[src/rtl/ttf_pkg.sv]
package ttf_pkg;
  typedef enum logic {SQ_IDLE, SQ_RUN} seq_state_e;
endpackage

[src/rtl/tt_table.sv]
module tt_table #(
  parameter int DEPTH = 8,
  parameter int W     = 3,
  localparam int AW   = (DEPTH > 1) ? $clog2(DEPTH) : 1
) (
  input  logic          clk,
  input  logic          we,
  input  logic [AW-1:0] waddr,
  input  logic [W-1:0]  wdata,
  input  logic [AW-1:0] raddr,
  output logic [W-1:0]  rdata
);
  logic [W-1:0] mem [DEPTH];

  always_ff @(posedge clk) begin
    if (we) mem[waddr] <= wdata;
  end

  assign rdata = mem[raddr];
endmodule

[src/rtl/tt_sequencer.sv]
module tt_sequencer
  import ttf_pkg::*;
#(
  parameter int ROWS   = 8,
  parameter int N_CAND = 5,
  parameter int N_IN   = 3,
  parameter int N_OUT  = 2,
  localparam int AW    = (ROWS > 1) ? $clog2(ROWS) : 1,
  localparam int CW    = (N_CAND > 1) ? $clog2(N_CAND) : 1
) (
  input  logic             clk,
  input  logic             rst_n,
  input  logic             start,
  input  logic [N_IN-1:0]  rd_vec,
  input  logic [N_OUT-1:0] rd_exp,
  output logic [AW-1:0]    rd_addr,
  output logic [N_IN-1:0]  vec_q,
  output logic [N_OUT-1:0] exp_q,
  output logic [CW-1:0]    sel_q,
  output logic             valid_q,
  output logic             first_q,
  output logic             last_row_q,
  output logic             last_cand_q,
  output logic             busy
);
  seq_state_e    state;
  logic [AW-1:0] row_q;
  logic [CW-1:0] cand_q;

  logic running, launch, row_end, cand_end;
  assign running  = (state == SQ_RUN);
  assign busy     = running | valid_q;
  assign launch   = start & ~busy;
  assign row_end  = (row_q == AW'(ROWS - 1));
  assign cand_end = (cand_q == CW'(N_CAND - 1));
  assign rd_addr  = row_q;

  always_ff @(posedge clk) begin
    if (!rst_n) begin
      state       <= SQ_IDLE;
      row_q       <= '0;
      cand_q      <= '0;
      vec_q       <= '0;
      exp_q       <= '0;
      sel_q       <= '0;
      valid_q     <= 1'b0;
      first_q     <= 1'b0;
      last_row_q  <= 1'b0;
      last_cand_q <= 1'b0;
    end else begin
      valid_q <= running;
      if (running) begin
        vec_q       <= rd_vec;
        exp_q       <= rd_exp;
        sel_q       <= cand_q;
        first_q     <= (row_q == '0);
        last_row_q  <= row_end;
        last_cand_q <= cand_end;
      end
      case (state)
        SQ_IDLE: if (launch) begin
          state  <= SQ_RUN;
          row_q  <= '0;
          cand_q <= '0;
        end
        SQ_RUN: begin
          if (row_end) begin
            row_q <= '0;
            if (cand_end) state <= SQ_IDLE;
            else          cand_q <= cand_q + 1'b1;
          end else begin
            row_q <= row_q + 1'b1;
          end
        end
        default: state <= SQ_IDLE;
      endcase
    end
  end


  sel_range_chk: assert property (@(posedge clk) disable iff (!rst_n)
    valid_q |-> (sel_q < CW'(N_CAND)));


  start_ignored_chk: assert property (@(posedge clk) disable iff (!rst_n)
    (running && start && !row_end) |=> (row_q == $past(row_q) + 1'b1));
endmodule

[src/rtl/tt_scorer.sv]
module tt_scorer #(
  parameter int ROWS   = 8,
  parameter int N_CAND = 5,
  parameter int N_OUT  = 2,
  localparam int CW    = (N_CAND > 1) ? $clog2(N_CAND) : 1,
  localparam int MAXS  = ROWS * N_OUT,
  localparam int SW    = $clog2(MAXS + 1)
) (
  input  logic                    clk,
  input  logic                    rst_n,
  input  logic [N_CAND*N_OUT-1:0] cand_outs,
  input  logic [N_OUT-1:0]        exp_q,
  input  logic [CW-1:0]           sel_q,
  input  logic                    valid_q,
  input  logic                    first_q,
  input  logic                    last_row_q,
  input  logic                    last_cand_q,
  output logic                    done,
  output logic [CW-1:0]           best_idx,
  output logic [SW-1:0]           best_score
);
  function automatic logic [SW-1:0] count_eq(input logic [N_OUT-1:0] got,
                                              input logic [N_OUT-1:0] want);
    logic [SW-1:0] n;
    n = '0;
    for (int i = 0; i < N_OUT; i++)
      n = n + {{(SW-1){1'b0}}, ~(got[i] ^ want[i])};
    return n;
  endfunction

  logic [N_OUT-1:0] slice [N_CAND];
  for (genvar g = 0; g < N_CAND; g++) begin : g_slice
    assign slice[g] = cand_outs[g*N_OUT +: N_OUT];
  end

  logic [N_OUT-1:0] pick;
  always_comb begin
    pick = '0;
    for (int k = 0; k < N_CAND; k++)
      if (sel_q == CW'(k)) pick = slice[k];
  end

  logic [SW-1:0] acc_q, sum_nxt;
  logic          cand_fin, better;
  assign sum_nxt  = (first_q ? '0 : acc_q) + count_eq(pick, exp_q);
  assign cand_fin = valid_q & last_row_q;
  assign better   = (sel_q == '0) | (sum_nxt > best_score);

  always_ff @(posedge clk) begin
    if (!rst_n) begin
      acc_q      <= '0;
      best_idx   <= '0;
      best_score <= '0;
      done       <= 1'b0;
    end else begin
      if (valid_q) acc_q <= sum_nxt;
      if (cand_fin && better) begin
        best_idx   <= sel_q;
        best_score <= sum_nxt;
      end
      done <= cand_fin & last_cand_q;
    end
  end


  acc_range_chk: assert property (@(posedge clk) disable iff (!rst_n)
    valid_q |-> (sum_nxt <= SW'(MAXS)));


  best_mono_chk: assert property (@(posedge clk) disable iff (!rst_n)
    (cand_fin && sel_q != '0) |=> (best_score >= $past(best_score)));


  done_pulse_chk: assert property (@(posedge clk) disable iff (!rst_n)
    done |=> !done);
endmodule

[src/rtl/tt_fitness_eval.sv]
module tt_fitness_eval #(
  parameter int N_IN   = 3,
  parameter int N_OUT  = 2,
  parameter int ROWS   = 8,
  parameter int N_CAND = 5,
  localparam int AW    = (ROWS > 1) ? $clog2(ROWS) : 1,
  localparam int CW    = (N_CAND > 1) ? $clog2(N_CAND) : 1,
  localparam int SW    = $clog2(ROWS * N_OUT + 1)
) (
  input  logic                    clk,
  input  logic                    rst_n,
  input  logic                    start,
  input  logic                    tbl_we,
  input  logic [AW-1:0]           tbl_addr,
  input  logic [N_IN-1:0]         tbl_in_data,
  input  logic [N_OUT-1:0]        tbl_out_data,
  input  logic [N_CAND*N_OUT-1:0] cand_outs,
  output logic [N_IN-1:0]         vec_out,
  output logic                    busy,
  output logic                    done,
  output logic [CW-1:0]           best_idx,
  output logic [SW-1:0]           best_score
);
  logic [AW-1:0]    rd_addr;
  logic [N_IN-1:0]  rd_vec;
  logic [N_OUT-1:0] rd_exp, exp_q;
  logic [CW-1:0]    sel_q;
  logic             valid_q, first_q, last_row_q, last_cand_q;

  tt_table #(.DEPTH(ROWS), .W(N_IN)) u_in_tbl (
    .clk(clk), .we(tbl_we), .waddr(tbl_addr), .wdata(tbl_in_data),
    .raddr(rd_addr), .rdata(rd_vec));

  tt_table #(.DEPTH(ROWS), .W(N_OUT)) u_out_tbl (
    .clk(clk), .we(tbl_we), .waddr(tbl_addr), .wdata(tbl_out_data),
    .raddr(rd_addr), .rdata(rd_exp));

  tt_sequencer #(.ROWS(ROWS), .N_CAND(N_CAND), .N_IN(N_IN), .N_OUT(N_OUT)) u_seq (
    .clk(clk), .rst_n(rst_n), .start(start), .rd_vec(rd_vec), .rd_exp(rd_exp),
    .rd_addr(rd_addr), .vec_q(vec_out), .exp_q(exp_q), .sel_q(sel_q),
    .valid_q(valid_q), .first_q(first_q), .last_row_q(last_row_q),
    .last_cand_q(last_cand_q), .busy(busy));

  tt_scorer #(.ROWS(ROWS), .N_CAND(N_CAND), .N_OUT(N_OUT)) u_score (
    .clk(clk), .rst_n(rst_n), .cand_outs(cand_outs), .exp_q(exp_q),
    .sel_q(sel_q), .valid_q(valid_q), .first_q(first_q),
    .last_row_q(last_row_q), .last_cand_q(last_cand_q),
    .done(done), .best_idx(best_idx), .best_score(best_score));


  done_idle_chk: assert property (@(posedge clk) disable iff (!rst_n)
    done |-> !busy);


  result_hold_chk: assert property (@(posedge clk) disable iff (!rst_n)
    (!busy && $past(!busy)) |-> $stable(best_score));
endmodule

[config.mk]
export PLATFORM = sky130hd
export DESIGN_NAME = tt_fitness_eval
export DESIGN_NICKNAME = d
export VERILOG_FILES = /design/src/rtl/ttf_pkg.sv /design/src/rtl/tt_table.sv /design/src/rtl/tt_sequencer.sv /design/src/rtl/tt_scorer.sv /design/src/rtl/tt_fitness_eval.sv
export SDC_FILE = /design/constraint.sdc
export NUM_CORES = 1
export LEC_CHECK = 0
export BUFFER_PORTS_ARGS = -buffer_cell sky130_fd_sc_hd__buf_2
export CAP_MARGIN = 20
export CORE_ASPECT_RATIO = 1.25
export CORE_UTILIZATION = 55
export CTS_BUF_LIST = sky130_fd_sc_hd__clkbuf_4
export CTS_CLUSTER_SIZE = 24
export DETAILED_ROUTE_END_ITERATION = 7
export PLACE_DENSITY = 0.76
export SYNTH_ARGS = -nofsm -noshare
export SYNTH_HDL_FRONTEND = slang
export SYNTH_SLANG_ARGS = --single-unit
[constraint.sdc]
create_clock -name clk -period 4.3 [get_ports clk]
set_input_delay 0 -clock clk [delete_from_list [all_inputs] [get_ports clk]]
set_output_delay 0 -clock clk [all_outputs]
set_load 0.05 [all_outputs]
== Yosys cells after proc, flatten, opt, wreduce, memory -nomap -nowiden ==
Memory sizes are Yosys's and may differ from the RTL's. A register that Yosys moved wholly into a read port is not among the register bits.
Cells that the tools add are included.
Cells by class
  add/subtract/negate cells: 4
  magnitude comparators: 1
  equality and inequality tests: 9
  multiplexer cells: 18
  bitwise logic cells: 11
  reduce and logical (&&, ||, !) cells: 6
Operators with widths (number)
  $mux W3: 4
  $pmux W3 S2: 2
  $mux W2: 5
  $eq A3 B3 Y1 const B: 3
  $add A3 B1 Y3 const B: 2
  $eq A3 B2 Y1 const B: 2
  $logic_not A3 Y1: 2
  $add A5 B5 Y5: 1
  $gt A5 B5 Y1: 1
  $mux W1: 5
  $mux W5: 1
  $ne A2 B2 Y1 const B: 2
  $not A1 Y1: 4
  $and A1 B1 Y1: 3
  $eq A3 B1 Y1 const B: 1
  $reduce_and A3 Y1: 1
  $add A1 B1 Y2: 1
  $logic_not A1 Y1: 2
  $ne A2 B1 Y1 const B: 1
  $or A1 B1 Y1: 2
  $pmux W1 S2: 1
  $xor A1 B1 Y1: 2
  $logic_and A1 B1 Y1: 1
Word-level totals
  register bits: 28
  bits in writable memories: 40
  output and inout port bits: 13
  word-level logic and storage cells: 63
  memories: 2
Memories
  u_in_tbl.mem: depth 8, width 3, rd ports 1, clocked after memory_dff 1, write ports 1, line tt_table.sv:13  | logic [W-1:0] mem [DEPTH];
  u_out_tbl.mem: depth 8, width 2, rd ports 1, clocked after memory_dff 1, write ports 1, line tt_table.sv:13

== Longest topological paths before layout ==
Gate-level depths: netlist (run 1).
  depth in word-level cells: 13
  depth in mapped cells: 18
  gate-level depth less buffers: 16

== Hierarchy ==
Synthesis (run 1) repeated with hierarchy kept, for this count alone.
Second synthesis, totals
  cell total of the unflattened synthesis: 261
  area, all modules: 3398.3 um2
Modules (own cells, without submodules)
  tt_table at u_in_tbl: instances 1, cells each 47, area each 982.2 um2, seq. area each 720.7 um2
  tt_sequencer: instances 1, cells each 86, area each 880.8 um2, seq. area each 380.4 um2
  tt_scorer: instances 1, cells each 93, area each 868.3 um2, seq. area each 280.3 um2
  tt_table at u_out_tbl: instances 1, cells each 35, area each 666.9 um2, seq. area each 480.5 um2

== Least setup slack after synthesis (run 1) ==
OpenSTA, ideal clock, no wires.
  kind: reg2reg
  start point: reg u_seq.sel_q[0]
  end point: reg u_score.best_score[2]
  setup time: 0.116 ns
  arrival: 3.790 ns
  data required time: 4.184 ns
  slack: 0.394 ns
  stages on the path, launching flop included: 19
  buffers on the path: 2
  period minus slack after synthesis: 3.906 ns
  cells stage by stage: dfxtp_1 buf_6 mux4_2 nor2b_4 a31oi_2 xor2_1 ha_1 ha_1 fa_1 nand3_1 xor2_1 nor2_1 ha_1 and3_1 o21ai_1 a31oi_4 or2_1 buf_4 o211a_1
Between the ends
  word-level cells in the longest chain between the ends: 13
  elaborated cells between the ends (all ways): 19
  those cells by class: add/sub: 2; order compare: 1; eq/ne: 4; mux: 5; bitwise: 5; reduce/logical: 2
RTL lines
  start, declared: line tt_sequencer.sv:19  | output logic [CW-1:0] sel_q,
  start signal, assigned: line tt_sequencer.sv:55  | sel_q <= cand_q;
  $logic_not A3 Y1: line tt_scorer.sv:40  | if (sel_q == CW'(k)) pick = slice[k];
  $mux W2 (4 in a row): line tt_scorer.sv:40
  $mux W2 *: line tt_scorer.sv:40
  $xor A1 B1 Y1: line tt_scorer.sv:27  | n = n + {{(SW-1){1'b0}}, ~(got[i] ^ want[i])};
  $not A1 Y1: line tt_scorer.sv:27
  $add A1 B1 Y2 *: line tt_scorer.sv:27
  $add A5 B5 Y5 *: line tt_scorer.sv:45  | assign sum_nxt = (first_q ? '0 : acc_q) + count_eq(pick, exp_q);
  via u_score.sum_nxt[4]: line tt_scorer.sv:43  | logic [SW-1:0] acc_q, sum_nxt;
  $gt A5 B5 Y1 *: line tt_scorer.sv:47  | assign better = (sel_q == '0) | (sum_nxt > best_score);
  $or A1 B1 Y1 *: line tt_scorer.sv:47
  $logic_and A1 B1 Y1 *: line tt_scorer.sv:57  | if (cand_fin && better) begin
  end signal, assigned: line tt_scorer.sv:59  | best_score <= sum_nxt;
  end, declared: line tt_scorer.sv:20  | output logic [SW-1:0] best_score
Mark *: on every way through the listed nets, which the timed path passes. The rest lies on a longest branch.
A chain may end at the register's enable or synchronous reset.

== Worst setup path in the final report (run 1) ==
Ends and elaborated chain as after synthesis.

==> impl_results.md, run 1 <==
* Run status: completed
* Placed inst area at 0.00347 mm²
* CP peak stage delay at 510 ps
* Maximum fanout along the worst path at 8
* I/O Pins at 35
* Static Leak at 1.36 nW
* Crit path launch type: flip-flop
* Initial DRC Count at around 110
* CP Cell Sequence: mux4_2 -> nor2b_4 -> a31oi_2 -> xor2_1 -> ha_1 -> ha_1 -> fa_1 -> nand3_1 -> xor2_1 -> nor2_1 -> ha_1 -> and3_1 -> a31o_1 -> a31oi_4 -> buf_4 -> o21ai_0 -> o211a_1
* GP Congestion at ~0.81
* # DRC at 0
* CTS Buf Count at 9
* Initial antenna violation count at 0
* Worst skew pair latency at 410 ps
* Core area at ~0.0058 mm²
* Leading area contributor after synthesis: edfxtp_1
* Die Y at 88.4 µm
* Predominant post-synthesis flop cell: edfxtp_1
* Synth top cells by count: edfxtp_1, dfxtp_1, nand2_1, mux2i_1, ha_1
* Postcts setup bufs at 0
* Seq cells post-synth at 73
* Largest net degree at the start of global routing at 41
* Synth Net Count at between 200 and 300
* CTS tree: yes
* Max Clk Rate at between 200 and 250 MHz
* Worst EP required at ~4600 ps
* Yosys warns at 0
* WL final at 5380 µm
* Fin. Hold Viols at 0
* Clock transition at path regs at approximately 120 ps
* Max Slew Vio Count at 0
* HPWL Detailed at 3740 µm
* Synthesized area per cell at 12.5 µm²
* Crit path time final at approximately 4000 ps
* Mapped Cells at 263
* Share of layout cells above drive strength 1 at 22.6%
* Vias at 2038
* Nets@finish at 336
* Sequential share of the synthesized area at 56.7%
* Post-route ant nets at 0
* Overall Power at 0.00139 W
* Post-route cell area at 0.00368 mm²
* Relative slew slack at 33.9%
* Final worst path period share at 93.8%
* Top-area cell type share of the netlist area at 36.6%
* Async SR Flop Fraction at 0%
* Mapped Area at 0.00328 mm²
* Setup TNS at 0 ps
* Die area at 0.00628 mm²
* Slowest cell on the critical path: mux4_2
* Vias in the first global route at about 1.9k
* Setup violators final at 0
* FILL cells at approximately 460
* Initial Util at between 50% and 60%
* Unique cell type count in the Yosys netlist at 40
* IO Port Bufs at 34
* Clock sink total at 73
* Hold Crit Class: in2reg
* VDD IR max at 0.000234 V
* Row count at 31
* Die X at 71.1 µm
* RSZ-0062 raised after global routing: false
* Congestion Overflow GR at 0
* Clock Path Buffers at 2
* Element type at the critical path end: flip-flop
* Clock skew at 13.1 ps
* Placed Cells at 350
* Maxcap violations at 0
* # diodes at 0
* First-pass iteration count of the detailed router at 6
* WL/cell at 14.5 µm
* Count leader, synth: edfxtp_1
* Final Non-Filler Cells at 371
* GRT Overall Usage at between 15 and 20%
* Power per standard cell area at 379 mW/mm²
* Register area at between 0.0015 and 0.002 mm²
* CP Class: reg2reg
* Root Buffer: clkbuf_4
* Multi-input gate area at 0.00131 mm²
* Crit path top cell by count: ha_1
* Routed vias/inst at 5.49
* Area grow syn2layout at 12.2%
* H-tree Lvls at 3
* Ranking of synthesized cells by area: edfxtp_1, dfxtp_1, mux4_2
* WP data arrival at 4350 ps
* First-pass GRT wire length at 8570 µm
* Post-synth EDFFs at 40
* Least-Margin Pin Slew at 990 ps
kinds of logic (layout without fill, tap and decap cells):
| family | count (synthesis) | count (layout) | synth area share, % |
|---|---|---|---|
| AND/OR/NAND/NOR | 79 | 79 | 12.2 |
| adder cells (fa/ha/maj) | 14 | 14 | 5.57 |
| flip-flops | 73 | 73 | 56.7 |
| XOR/XNOR | 5 | 5 | 1.33 |
| AO/OA/AOI/OAI | 38 | 38 | 7.51 |
| multiplexers | 29 | 29 | 13.0 |
| buffers and inverters | 25 | 67 | 3.58 |
registers in the layout (all words and copies together) (netlist names):
signal              cells
u_seq.running           1
u_seq.exp_q             2
u_seq.vec_q             3
u_seq.rd_addr           3
u_score.done            1
u_score.best_idx        3
u_score.acc_q           5
u_in_tbl.mem           24
u_seq.last_cand_q       1
u_seq.last_row_q        1
u_seq.first_q           1
u_score.best_score      5
u_seq.valid_q           1
u_out_tbl.mem          16
u_seq.cand_q            3
u_seq.sel_q             3
placed cells by master (no fill, tap or decap), types with 3 or more instances in the layout:
master / synthesis / layout
nor2b_1: 11 / 11
a21oi_1: 8 / 8
nor2_1: 11 / 11
nand2_1: 27 / 27
xor2_1: 3 / 3
edfxtp_1: 40 / 40
buf_2: 1 / 34
nand2b_1: 5 / 5
inv_1: 11 / 11
ha_1: 13 / 13
o21ai_0: 11 / 11
o21ai_1: 7 / 7
nand3_1: 7 / 7
dlygate4sd3_1: 0 / 5
mux2i_1: 18 / 18
dfxtp_1: 33 / 32
and2_1: 6 / 6
mux4_2: 11 / 11
clkbuf_4: 0 / 9
per-stage QoR:
stage / hold slack (ps) / utilization [%] / setup WS, ps
floorplan: 98.9 / - / 394
global placement: 265 / 60.0 / 213
detailed placement: 269 / 60.0 / 104
CTS: 5.53 / 63.6 / 66.4
global route: 31.2 / 63.7 / 55.4
finish: 19.8 / 63.7 / 265
layout make-up:
type / count / share of cell area [%]
Clock buffer: 9 / 1.84
Clock inverter: 7 / 2.55
Inverter: 11 / 1.12
Multi-Input combinational cell: 165 / 35.5
Sequential cell: 73 / 50.6
Tap cell: 66 / 2.24
Timing Repair Buffer: 40 / 6.19
worst max-delay path, delay by kind of cell, from the launching register on:
kind / cells / cell delay (ps)
DFF: 1 / 420
adders and majority gates: 4 / 1210
xor gates and xnor gates: 2 / 320
and+or+nand+nor: 4 / 530
muxes: 1 / 510
AOI/OAI and AO/OA: 5 / 820
buffers and inverters: 1 / 150
path summary, 6_finish.rpt:
kind / from / endpoint / slack, ps / cells past startpoint
setup / recovery: u_seq.sel_q[0] / u_score.best_score[2] / 270 / 17
setup reg to reg: u_seq.sel_q[0] / u_score.best_score[2] / 270 / 17
hold reg to reg: u_seq.last_cand_q / u_score.done / 440 / 2
hold / removal: tbl_addr[2] / u_in_tbl.mem[0][0] / 20 / 2
routing by layer:
layer  track usage (%)  up-vias  wire length, µm
met5                 0        -                0
met4              10.9        0               78
met3              3.08        7              236
met2              33.6       61             2850
met1              20.9      955             2220
li1                  -     1015                -
where the power goes:
part | leakage [nW] | internal [W] | total (W) | switching, W
Clock | 0.0856 | 0.000236 | 0.000480 | 0.000244
Sequential | 0.632 | 0.000758 | 0.000782 | 0.0000245
Combinational | 0.643 | 0.0000628 | 0.000132 | 0.0000690
Total | 1.36 | 0.00106 | 0.00139 | 0.000338
repair_timing:
action	4_1_cts	5_1_grt
setup endpoints to repair	0	8
hold endpoints to repair	40	0
hold buffers	5	0
gates resized for setup	0	2
Note: power is estimated with default switching activity, not from simulation.
==> inputs of run 2 (changes only) <==
- PLACE_DENSITY: 0.76 -> 0.75
==> run 2 against run 1 <==
  * The run now ends with DRC left
  * Largest power group unchanged
  * Critical path depth stayed put
  * Core utilization is 0.28 points higher
  * Non-clock buffer count is 1 higher
  * Routed wire length is 0.15% lower
  * Combinational power hardly changed
  * Clock skew is 5.2 ps lower
  * Sequential share of layout area is 0.22 points lower
  * Largest cell class unchanged
  * Die area stayed put
==> impl_results.md, run 2 (synthesized netlist as in run 1, its figures left out) <==
* Clock skew at 7.82 ps (-5.23 ps)
* CP Class: reg2reg
* Final Non-Filler Cells at 372 (+0.27%)
* Final worst path period share at 93.4% (-0.43 points)
* Slowest cell on the critical path: mux4_2
* WP data arrival at 4320 ps (-30 ps)
* Post-Place Worst Slack at 78.8 ps (-25.1 ps)
* Switch share at 24.5% (+0.28 points)
* GRT Overall Usage at 19.2% (+0.62 points)
* Wire length on met3 at 188 µm (-20%)
* Initial Util at 56.8% (unchanged)
* Crit path buf inv count at 1 (unchanged)
* First-pass iteration count of the detailed router at 6 (unchanged)
* M1 WL at 2240 µm (+0.95%)
* Initial DRC Count at 111 (-2.6%)
* Top Registers: u_in_tbl.mem (24), u_out_tbl.mem (16)
* Metal2 WL at 2850 µm (unchanged)
* Root Buffer: clkbuf_4
* CP peak stage delay at 510 ps (about the same)
* Die area at 0.00628 mm² (unchanged)
* Power per standard cell area at 381 mW/mm² (+0.49%)
* VDD IR max at 0.000283 V (+21%)
* GP Congestion at 0.833 (+2.4%)
* # diodes at 0 (unchanged)
* Congestion Overflow GR at 0 (unchanged)
* Core area at 0.00578 mm² (unchanged)
* I/O Pins at 35 (unchanged)
* Critical path depth in cells at 17 (unchanged)
* First-pass GRT wire length at 8880 µm (+3.6%)
* Run status: finished, violations left
* Placed Cells at 351 (+0.29%)
* Post-route ant nets at 0 (unchanged)
* Share of layout cells above drive strength 1 at 23.5% (+0.91 points)
* Setup TNS at 0 ps (unchanged)
* Clock transition at path regs at 130 ps (about the same)
* # DRC at 4 (+4)
* Least-Margin Pin Slew at 1030 ps (+41.7 ps)
* Element type at the critical path end: flip-flop
* Top sig layer: met4
* Max FFs per register at 24 (unchanged)
* Fin. Hold Viols at 0 (unchanged)
* CP Cell Sequence: mux4_2 -> nor2b_4 -> a31oi_2 -> xor2_1 -> ha_1 -> ha_1 -> fa_1 -> nand3_1 -> xor2_1 -> nor2_1 -> ha_1 -> and3_1 -> a31o_1 -> a31oi_4 -> buf_4 -> o21ai_0 -> o211a_1
* Crit path launch type: flip-flop
* Sw power at 0.000345 W (+2.1%)
* Int Pwr at 0.00106 W (+0.56%)
* Worst r2r path cells at 17 (unchanged)
* Area grow syn2layout at 12.7%
* Relative slew slack at 31.1% (-2.8 points)
* Routed vias/inst at 5.46 (-0.66%)
* Static Leak at 1.37 nW (+0.51%)
* Nets@finish at 337 (+0.30%)
* Overall Power at 0.00141 W (+0.93%)
* WL/cell at 14.5 µm (-0.42%)
* Post-route worst setup slack at 284 ps (+18.7 ps)
* Clock sink total at 73 (unchanged)
* HPWL Detailed at 3750 µm (+0.17%)
* Row count at 31 (unchanged)
* Clock share of power at 35.0% (+0.6 points)
* Vias in the first global route at 1999 (+5.3%)
* WL final at 5380 µm (-0.15%)
* Postcts setup bufs at 0 (unchanged)
* Worst skew pair latency at 400 ps (about the same)
* Delay-heaviest family, CP: adder cells
* Crit path top cell by count: ha_1
* Most frequent cells in the layout: edfxtp_1, buf_2, dfxtp_1
* CTS Buf Count at 9 (unchanged)
* IO Port Bufs at 34 (unchanged)
* Seq pwr share at 55.6% (-0.5 points)
* Worst EP required at 4610 ps (about the same)
* Initial antenna violation count at 0 (unchanged)
* Die Y at 88.4 µm (unchanged)
* Post-layout util at 64.0% (+0.28 points)
* Maximum fanout along the worst path at 8 (unchanged)
* Comb pwr share at 9.4% (about the same)
* Setup violators final at 0 (unchanged)
* Largest net degree at the start of global routing at 41 (unchanged)
* Die X at 71.1 µm (unchanged)
* Vias at 2030 (-0.39%)
* Most common cell after layout, fill and taps aside: edfxtp_1
* H-tree Lvls at 3 (unchanged)
* Crit path time final at 4020 ps (-18.7 ps)
* Maxcap violations at 0 (unchanged)
* CTS tree: yes
* Violated checks: DRC
* FILL cells at 455 (-0.44%)
* Hold Crit Class: in2reg
* Max Slew Vio Count at 0 (unchanged)
* Max Clk Rate at 249 MHz (+0.47%)
* Hold depth at 2 (unchanged)
* Largest Register: u_in_tbl.mem
* RSZ-0062 raised after global routing: false
* Clock Path Buffers at 2 (unchanged)
==> run 2: changes by cell type in the layout (fill, tap and decap cells not counted), sizes merged <==
cell	previous run	this run
inv	12	13
clkinvlp	0	1
clkinv	4	2
buf	35	36
==> run 2: timing repair <==
item,in CTS,in global routing
hold endpoints to repair,40,0
endpoints found under the setup margin,0,8
gates resized for setup,0,2
hold buffers,5,0
==> run 2: final cells by class <==
cell class	count	area (µm²)	area share, %
Clock inverter	7	103	2.77
Inverter	11	41.3	1.12
Sequential cell	73	1860	50.4
Timing Repair Buffer	41	235	6.36
Tap cell	66	82.6	2.23
Multi-Input combinational cell	165	1310	35.3
Clock buffer	9	67.6	1.83
==> run 2: per-layer routing <==
metal  up-vias  track usage [%]
met4         0             10.9
met5         -                0
met1       955             20.7
li1       1018                -
met3         8             3.42
met2        49             35.8
==> run 2: path summary, 6_finish.rpt <==
kind / start / to / slack (ps)
worst min register to register: u_seq.last_cand_q / u_score.done / 440
worst max register to register: u_seq.sel_q[0] / u_score.best_score[2] / 280
worst max-delay path: u_seq.sel_q[0] / u_score.best_score[2] / 280
worst min-delay path: tbl_addr[2] / u_in_tbl.mem[2][1] / 30
==> run 2: through the flow <==
step | hold WS (ps) | cell area (µm²)
global placement | 266 | 3470
floorplan | 98.9 | 3280
detailed placement | 273 | 3470
global route | 5.12 | 3700
CTS | 11.5 | 3690
finish | 28.6 | 3700
==> run 2: power groups by stage <==
stage	clock, W	combinational (W)	sequential, W
after floorplan	0	0.000100	0.000791
after global placement	0	0.000128	0.000798
after detailed placement	0	0.000130	0.000799
after CTS	0.000502	0.000134	0.000783
after global routing	0.000534	0.000147	0.000788
final	0.000493	0.000132	0.000783
==> inputs of run 3 (changes only) <==
- GPL_TIMING_DRIVEN: not set -> 0
- SYNTH_HIERARCHICAL: not set -> 1
- clock period: 4.3 -> 5.13 ns (I/O delays scaled with it)
==> run 3 against run 2 <==
  * The flow now finishes without violations
  * Worst hold slack better by 35 ps
  * Count of clock-buffer cells in the layout unchanged
  * Combinational power down 17%
  * Total power down 19%
  * Core utilization up 2.0 points
  * Critical endpoint is now u_score/best_score[2]
==> impl_results.md, run 3 <==
* Run status: completed
* Initial antenna violation count at 0 (unchanged)
* GP Congestion at 0.741 (-11%)
* Worst EP required at 5420 ps (+810 ps)
* Fin. Hold Viols at 0 (unchanged)
* Simple-Gate Fraction of Synth Area at 15.3% (+3.0 points)
* Post-route cell area at 0.00389 mm² (+5.3%)
* WP data arrival at 4460 ps (+140 ps)
* Max Slew Vio Count at 0 (unchanged)
* HPWL Detailed at 4110 µm (+9.7%)
* Synth top cells by count: edfxtp_1, dfxtp_1, nand2_1, nor2b_1, mux2i_1
* Seq cells post-synth at 73 (unchanged)
* Hold Crit Class: in2reg
* Vias in the first global route at 2159 (+8.0%)
* First-pass GRT wire length at 9670 µm (+8.9%)
* Setup TNS at 0 ps (unchanged)
* Crit path time final at 4170 ps (+155 ps)
* Die Y at 89.9 µm (+1.7%)
* Final Non-Filler Cells at 399 (+7.3%)
* Placed inst area at 0.00367 mm² (+5.7%)
* Post-synth EDFFs at 40 (unchanged)
* Leading area contributor after synthesis: edfxtp_1
* IO Port Bufs at 34 (unchanged)
* Static Leak at 1.45 nW (+6.2%)
* Final worst path period share at 81.3% (-12 points)
* Count leader, synth: edfxtp_1
* Crit path launch type: flip-flop
* Routed vias/inst at 5.37 (-1.5%)
* Relative slew slack at 58.4% (+27 points)
* Placed Cells at 377 (+7.4%)
* Power per standard cell area at 294 mW/mm² (-23%)
* First-pass iteration count of the detailed router at 4 (-2)
* Root Buffer: clkbuf_4
* Congestion Overflow GR at 0 (unchanged)
* Largest net degree at the start of global routing at 14 (-66%)
* Top Registers: u_in_tbl/mem (24), u_out_tbl/mem (16)
* Ranking of synthesized cells by area: edfxtp_1, dfxtp_1, mux4_1
* Initial Util at 57.6% (+0.85 points)
* Clock skew at 11.8 ps (+3.93 ps)
* Worst skew pair latency at 400 ps (about the same)
* Mux contribution to synthesized area at 15.7% (+2.7 points)
* GRT Overall Usage at 19.6% (+0.38 points)
* Sequential share of the synthesized area at 54.8% (-1.9 points)
* Most frequent cells in the layout: edfxtp_1, buf_2, dfxtp_1
* Most common cell after layout, fill and taps aside: edfxtp_1
* I/O Pins at 35 (unchanged)
* Clock sink total at 73 (unchanged)
* CP Class: reg2reg
* CTS Buf Count at 9 (unchanged)
* Vias at 2144 (+5.6%)
* Setup violators final at 0 (unchanged)
* # DRC at 0 (-4)
* Clock transition at path regs at 120 ps (about the same)
* Area grow syn2layout at 14.5%
* WL final at 5810 µm (+8.0%)
* Row count at 31 (unchanged)
* Share of layout cells above drive strength 1 at 23.3% (-0.19 points)
* RSZ-0062 raised after global routing: false
* Clock Path Buffers at 2 (unchanged)
* Core area at 0.00590 mm² (+2.0%)
* Main combinational cell family by area after synthesis: multiplexers
* Max FFs per register at 24 (unchanged)
* Element type at the critical path end: flip-flop
* WL/cell at 14.6 µm (+0.73%)
* Least-Margin Pin Slew at 618 ps (-413 ps)
* # diodes at 0 (unchanged)
* Post-route worst setup slack at 958 ps (+675 ps)
* Predominant post-synthesis flop cell: edfxtp_1
* Top-area cell type share of the netlist area at 35.3% (-1.3 points)
* Post-route ant nets at 0 (unchanged)
* Synth Net Count at 295 (-1.3%)
* Maximum fanout along the worst path at 9 (+1)
* Nets@finish at 346 (+2.7%)
* H-tree Lvls at 3 (unchanged)
* Largest Register: u_in_tbl/mem
* Mapped Area at 0.00340 mm² (+3.5%)
* CTS tree: yes
* Synth Area in Adders at 4.64% (-0.93 points)
* Mapped Cells at 261 (-0.76%)
* Die area at 0.00650 mm² (+3.5%)
* Overall Power at 0.00114 W (-19%)
* Post-Synth XOR/XNOR Area at 1.29% (-0.046 points)
* Maxcap violations at 0 (unchanged)
* Post-Place Worst Slack at 996 ps (+918 ps)
* Yosys warns at 6 (+6)
* Die X at 72.3 µm (+1.7%)
* VDD IR max at 0.000265 V (-6.1%)
* Synth Area in Compound Gates at 5.52% (-2.0 points)
* Max Clk Rate at 240 MHz (-3.7%)
* Async SR Flop Fraction at 0% (unchanged)
* Unique cell type count in the Yosys netlist at 45 (+13%)
* Initial DRC Count at 91 (-18%)
* Synthesized area per cell at 13.0 µm² (+4.3%)
==> run 3: timing repair <==
action | CTS | global route
hold endpoints to repair | 42 | 0
hold buffers | 6 | 0
resized for setup | 0 | 0
buffers inserted | 0 | 0
==> run 3: metal layers <==
layer / share of wire, % / up-vias / wire (µm) / GRT usage [%]
met5: 0 / - / 0 / 0
li1: - / 1065 / - / -
met4: 1.4 / 0 / 84 / 9.31
met1: 42 / 1025 / 2430 / 22.1
met3: 2.9 / 6 / 169 / 3.59
met2: 54 / 48 / 3130 / 34.8
==> run 3: critical path, cell delays in order (launching register included) <==
cell	delay, ps
dfxtp_1	520
mux4_2	530
nor2b_1	140
a31oi_1	240
xnor2_1	140
fa_1	460
inv_1	80
ha_1	190
nand3_1	100
xor2_1	150
nor2_1	190
ha_1	300
and3_1	190
a31o_1	250
a31oi_4	270
nor2_2	150
mux2i_1	160
==> run 3: final timing paths <==
kind                          start                     to  slack (ps)  cells past startpoint
hold reg to reg   u_seq/last_cand_q           u_score/done         450                      2
hold / removal          tbl_addr[1]    u_out_tbl/mem[4][1]          60                      2
setup reg to reg     u_seq/sel_q[0]  u_score/best_score[2]         960                     16
setup / recovery     u_seq/sel_q[0]  u_score/best_score[2]         960                     16
==> run 3: cell families after synthesis <==
group,Yosys count
and+or+nand+nor,96
DFF,73
muxes,34
AOI/OAI and AO/OA,23
buffers and inverters,18
adders and majority gates,12
xor gates and xnor gates,5
==> run 3: area by class of cell <==
cell class,count,area [µm²]
plain buffers,8,56.3
flip-flops and latches,73,1860
clock inverters,7,93.8
well taps,82,103
clock buffers,9,67.6
fillers,465,2000
inverters,10,37.5
repair buffers,40,230
multi-input cells,170,1440
==> run 3: stage by stage <==
step,util (%),hold WS (ps)
3_5_place_dp,62.3,282
2_1_floorplan,-,98.9
3_3_place_gp,62.3,270
6_report,66.0,63.9
5_1_grt,66.0,52.0
4_1_cts,66.0,34.7
==> run 3: power breakdown <==
part | total, W | internal (W) | switching (W)
registers | 0.000641 | 0.000633 | 0.00000886
logic | 0.000109 | 0.0000509 | 0.0000586
clock network | 0.000392 | 0.000197 | 0.000195
